<file path="config.mk">
export PLATFORM = sky130hd
export DESIGN_NAME = bcd_display_decoder
export DESIGN_NICKNAME = d
export VERILOG_FILES = /design/src/rtl/bcdseg_pkg.sv /design/src/rtl/bcdseg_cell.sv /design/src/rtl/bcdseg_chain.sv /design/src/rtl/bcd_display_decoder.sv
export SDC_FILE = /design/constraint.sdc
export NUM_CORES = 1
export LEC_CHECK = 0
export ABC_AREA = 1
export BUFFER_PORTS_ARGS = -buffer_cell sky130_fd_sc_hd__buf_4
export CAP_MARGIN = 25
export CORE_MARGIN = 4
export CORE_UTILIZATION = 40
export DETAILED_ROUTE_END_ITERATION = 10
export GPL_TIMING_DRIVEN = 1
export PLACE_DENSITY_LB_ADDON = 0.12
export SLEW_MARGIN = 10
export SYNTH_ARGS = -nofsm -noshare
export SYNTH_HDL_FRONTEND = slang
export SYNTH_SLANG_ARGS = --single-unit
</file>
<file path="constraint.sdc">
create_clock -name vclk -period 2.7
set_input_delay 0.405 -clock vclk [all_inputs]
set_output_delay 0.405 -clock vclk [all_outputs]
set_load 0.1 [all_outputs]
</file>
<file path="src/rtl/bcdseg_pkg.sv">
package bcdseg_pkg;
  localparam int SEG_W = 7;
  localparam int BCD_W = 4;

  typedef logic [BCD_W-1:0] bcd_t;
  typedef logic [SEG_W-1:0] seg_t;

  // Active-high lit pattern, bit order {g,f,e,d,c,b,a}.
  function automatic seg_t glyph_lit(input bcd_t code);
    seg_t lit;
    case (code)
      4'd0:    lit = 7'b0111111;
      4'd1:    lit = 7'b0000110;
      4'd2:    lit = 7'b1011011;
      4'd3:    lit = 7'b1001111;
      4'd4:    lit = 7'b1100110;
      4'd5:    lit = 7'b1101101;
      4'd6:    lit = 7'b1111101;
      4'd7:    lit = 7'b0000111;
      4'd8:    lit = 7'b1111111;
      4'd9:    lit = 7'b1101111;
      default: lit = 7'b0000000;
    endcase
    return lit;
  endfunction
endpackage

</file>
<file path="src/rtl/bcdseg_cell.sv">
module bcdseg_cell
  import bcdseg_pkg::*;
(
  input  bcd_t code,
  input  logic rbi,
  input  logic lamp_test,
  input  logic force_blank,
  output seg_t seg_n,
  output logic rbo
);
  logic is_zero;
  logic is_valid;
  logic rip_blank;
  seg_t lit;

  always_comb begin
    is_zero   = (code == 4'd0);
    is_valid  = (code < 4'd10);
    rip_blank = rbi & is_zero;
    rbo       = rip_blank & ~lamp_test;
    if (lamp_test) begin
      lit = '1;
    end else if (force_blank || rip_blank || !is_valid) begin
      lit = '0;
    end else begin
      lit = glyph_lit(code);
    end
    seg_n = ~lit;
  end
endmodule

</file>
<file path="src/rtl/bcdseg_chain.sv">
module bcdseg_chain #(
  parameter int N  = 4,
  parameter int PW = $clog2(N + 1)
) (
  input  logic [4*N-1:0] digits,
  input  logic [PW-1:0]  point_pos,
  input  logic           lamp_test,
  output logic [N-1:0]   rbi
);
  int   p;
  logic lead_c;
  logic trail_c;

  always_comb begin
    p       = (int'(point_pos) > N) ? N : int'(point_pos);
    rbi     = '0;
    lead_c  = 1'b1;
    trail_c = 1'b1;
    // integer part: from the most significant digit down to the units
    for (int i = N - 1; i >= 0; i--) begin
      if (i >= p) begin
        rbi[i] = (i == p) ? 1'b0 : lead_c;
        lead_c = rbi[i] & (digits[4*i +: 4] == 4'd0) & ~lamp_test;
      end
    end
    // fractional part: from the rightmost digit up to the point
    for (int i = 0; i < N; i++) begin
      if (i < p) begin
        rbi[i]  = trail_c;
        trail_c = rbi[i] & (digits[4*i +: 4] == 4'd0) & ~lamp_test;
      end
    end
  end
endmodule

</file>
<file path="src/rtl/bcd_display_decoder.sv">
module bcd_display_decoder #(
  parameter int N  = 4,
  parameter int PW = $clog2(N + 1)
) (
  input  logic [4*N-1:0] digits,
  input  logic [PW-1:0]  point_pos,
  input  logic           lamp_test,
  input  logic [N-1:0]   force_blank,
  output logic [7*N-1:0] seg_n,
  output logic [N-1:0]   rbo
);
  logic [N-1:0] rbi;

  bcdseg_chain #(.N(N), .PW(PW)) u_chain (
    .digits    (digits),
    .point_pos (point_pos),
    .lamp_test (lamp_test),
    .rbi       (rbi)
  );

  for (genvar g = 0; g < N; g++) begin : g_cell
    bcdseg_cell u_cell (
      .code        (digits[4*g +: 4]),
      .rbi         (rbi[g]),
      .lamp_test   (lamp_test),
      .force_blank (force_blank[g]),
      .seg_n       (seg_n[7*g +: 7]),
      .rbo         (rbo[g])
    );
  end
endmodule

</file>
==> summary.md <==
Across every metal layer, demand over resource in global routing totals 13.55%. The run gives 0 as the count of buffers added by post-CTS timing repair for setup. For this block, the initial DRC count from the detailed router was 29.

The first global-routing pass estimated 4.905 mm of wire. Area of the multi-input gates: 969.7 um^2. For this design the static power due to leakage is 1.086 nW. The number of different library cells used by synthesis comes to 22.

Detailed-route vias per instance: 4.552. The type of the worst min-delay path is primary input to primary output. The worst-path cell with the longest stage delay is buf_4.

The flow ran to the end, and the final reports show no timing, DRC or antenna violations. The launch instance of the worst min-delay path was lamp_test. On the final layout, the worst hold slack is 1.212 ns. After floorplanning, the core was divided into 19 placement rows. In the routed design, unresolved DRC markers number 0. After detailed routing, the wire length on met1 is 1.217 mm. For the boundary pin count, the log shows 56. The critical path in this run is classified as primary input to primary output. The layout has 0 clock buffers. For this run, the post-layout net count is 313.

The worst path uses 83.70% of the clock period. The final period demand of the worst path was 2.260 ns; the post-synthesis instance area was 1229 um^2. For the number of max-slew violations in the final report, the log shows 0.

In this run the horizontal extent of the chip is 63.42 um. The relative area change from synthesis to final layout was 33.10%. Cells with a size suffix above 1 make up 32.33% of the layout.

After filler insertion, the fill cell instance count of the layout stands at 327. The number of antenna diodes in the final layout is 0. The highest cell delay on the worst timing path came out at 0.28 ns. ha_1 takes more of the synthesized area than any other cell. Summed over all nets, the half-perimeter wirelength after detailed placement is 2.496 mm. The count of buffering cells on the critical path with inverters included was 4. The sequential group share of total power is 0%, and the maximum number of pins on one net before global-route repair is 17. Setup repair after global routing left no endpoint under its margin. The run gives 1352 as the via total after detailed routing.

Cell internal power was estimated by the tool at 0.0001109 W. The die outline area is 4022 um^2, and the total core area is 2853 um^2. The run gives 0 as the number of warnings printed during yosys synthesis. After detailed routing, the met3 layer carries 126 um of wire. After detailed placement, the total cell area comes to 1635 um^2. In this run the tightest slew margin relative to its limit is 80.62%.

For the share of total power in the clock network, the log shows 0%. Setup violations remaining at the end of the flow were counted as 0. VDD sags by at most 0.1708 mV. The reported max-cap violation count was 0; the final setup TNS was 0 ns.

The number of nets in the synthesized netlist is 261. The transition time at the pin with the least slew margin was 0.2907 ns. Summing all flip-flop and latch instances after layout gives 0 um^2. The fraction of power spent switching nets is 75.76%. The tools report the count of flip-flops and latches as 0. The tools report the initial core utilization as 43.07%. In this run the biggest area consumer among cell types represents 21.38% of the synthesized area. Routed signal wires occupy layers up through met3.

Combinational cells account for 100.0% of the total power. By area the synthesized netlist is led by ha_1 21%, inv_1 15%, nand3_1 14%, nand2_1 14%, o211ai_1 3.7%. The run gives 0 as the number of antenna violations at the first check in global routing. The tools report the kind of end point of the critical path as a primary output.

Buffers placed on the I/O ports in this run total 56. The power per cell area came out at 279.7 nW/um^2. By count the netlist is led by 48 x inv_1, 46 x nand2_1, 35 x nand3_1, 21 x ha_1, 11 x nor2_1.

After global routing the overflow that remains totals 0. For this run, the detailed router's first-pass iteration total came to 4. Sort of element at the start of the critical path: a primary input.

Along the worst path, the maximum fanout reaches 8. The logs give 1635 um^2 for the post-layout instance area and 0 for the post-cts hold buffer count. Static timing analysis puts the maximum clock frequency at 442.5 MHz.

The count of antenna-violating nets left after detailed routing was 0. From bottom edge to top edge, the die measures 63.42 um. Routability-driven placement finished with a final weighted congestion of 0.8478. The post-synthesis cell count came out at 216. In this run the mean area of a mapped cell was 5.688 um^2.

Tracing the worst setup path back leads to its startpoint at digits[13]. Sequential elements use 0% of the synthesized area. Power spent charging and discharging nets: 0.0003465 W. The number of global-route vias before repair was 1197.

Dividing the detail-routed wire length by the instance count gives 9.380 um. The hold violation total from the final report is 0. In this run, post-CTS repair resized a total of 0 instances. After detailed routing, the total wire length is 2.786 mm. STA puts the critical path data arrival time at 1.85 ns. The cell family contributing the most delay on the critical path is simple AND/OR/NAND/NOR gates. Traced cell by cell, the critical path runs through buf_4, inv_1, ha_1, nand3_2, nor2_4, nand3_1, nand2_2, nand2_4, nand3_1, nand2_1, inv_1, buf_4.

STA puts the critical path data required time at 2.30 ns. The routed design uses 1.442 mm of met2 wire. Yosys instantiated no cell more often than inv_1.
## cell usage in the layout (no fill, tap or decap)
master and instances:
nor3_4 1, nand3_2 2, o21ai_2 1, buf_4 57, inv_2 5, o211ai_1 6, inv_1 48, nor2_2 1
nor2_1 11, a21oi_1 3, nand2_2 5, nand4_1 1, a21oi_2 3, nand2_1 46, o21ai_0 8, nand2_4 3
or2_2 6, nor2_4 2, nand3_1 35, ha_1 21, a22o_1 1
## power groups by stage
stage                     registers, W  logic [W]  clock network, W
final                                0   0.000457                 0
after global routing                 0   0.000488                 0
after CTS                            0   0.000460                 0
after detailed placement             0   0.000460                 0
after global placement               0   0.000459                 0
after floorplan                      0   0.000353                 0
## path summary, 6_finish.rpt
path	slack, ns	depth (start not counted)	endpoint
max	0.44	12	seg_n[20]
min	1.21	3	rbo[0]
## per-stage QoR
stage | util (%) | cells | setup slack [ns] | total power (W)
after CTS | 57.32 | 297 | 0.4254 | 0.0004602
final | 57.32 | 297 | 0.4402 | 0.0004574
after floorplan | - | 216 | 0.4495 | 0.0003534
after global routing | 57.32 | 297 | 0.2655 | 0.0004884
after global placement | 57.32 | 297 | 0.4365 | 0.0004588
after detailed placement | 57.32 | 297 | 0.4298 | 0.0004597
## cell type report
class / count / area share, %
tap: 31 / 2.372
multi-input combinational: 156 / 59.30
inverter: 53 / 12.17
timing repair buffer: 57 / 26.17
## logic make-up (layout without fill, tap and decap cells)
| logic type | count (synthesis) | in the layout | share of synthesized area, % |
|---|---|---|---|
| simple gates | 113 | 113 | 45.83 |
| fa+ha+maj | 21 | 21 | 21.38 |
| buf+inv | 60 | 110 | 21.08 |
| compound gates | 22 | 22 | 11.71 |
## layer usage
metal | global-route usage (%) | up-vias
met5 | 0 | -
met4 | 0 | 0
met3 | 0.3552 | 0
met2 | 27.25 | 28
met1 | 16.65 | 559
li1 | - | 765
(Power assumes the default switching activity.)
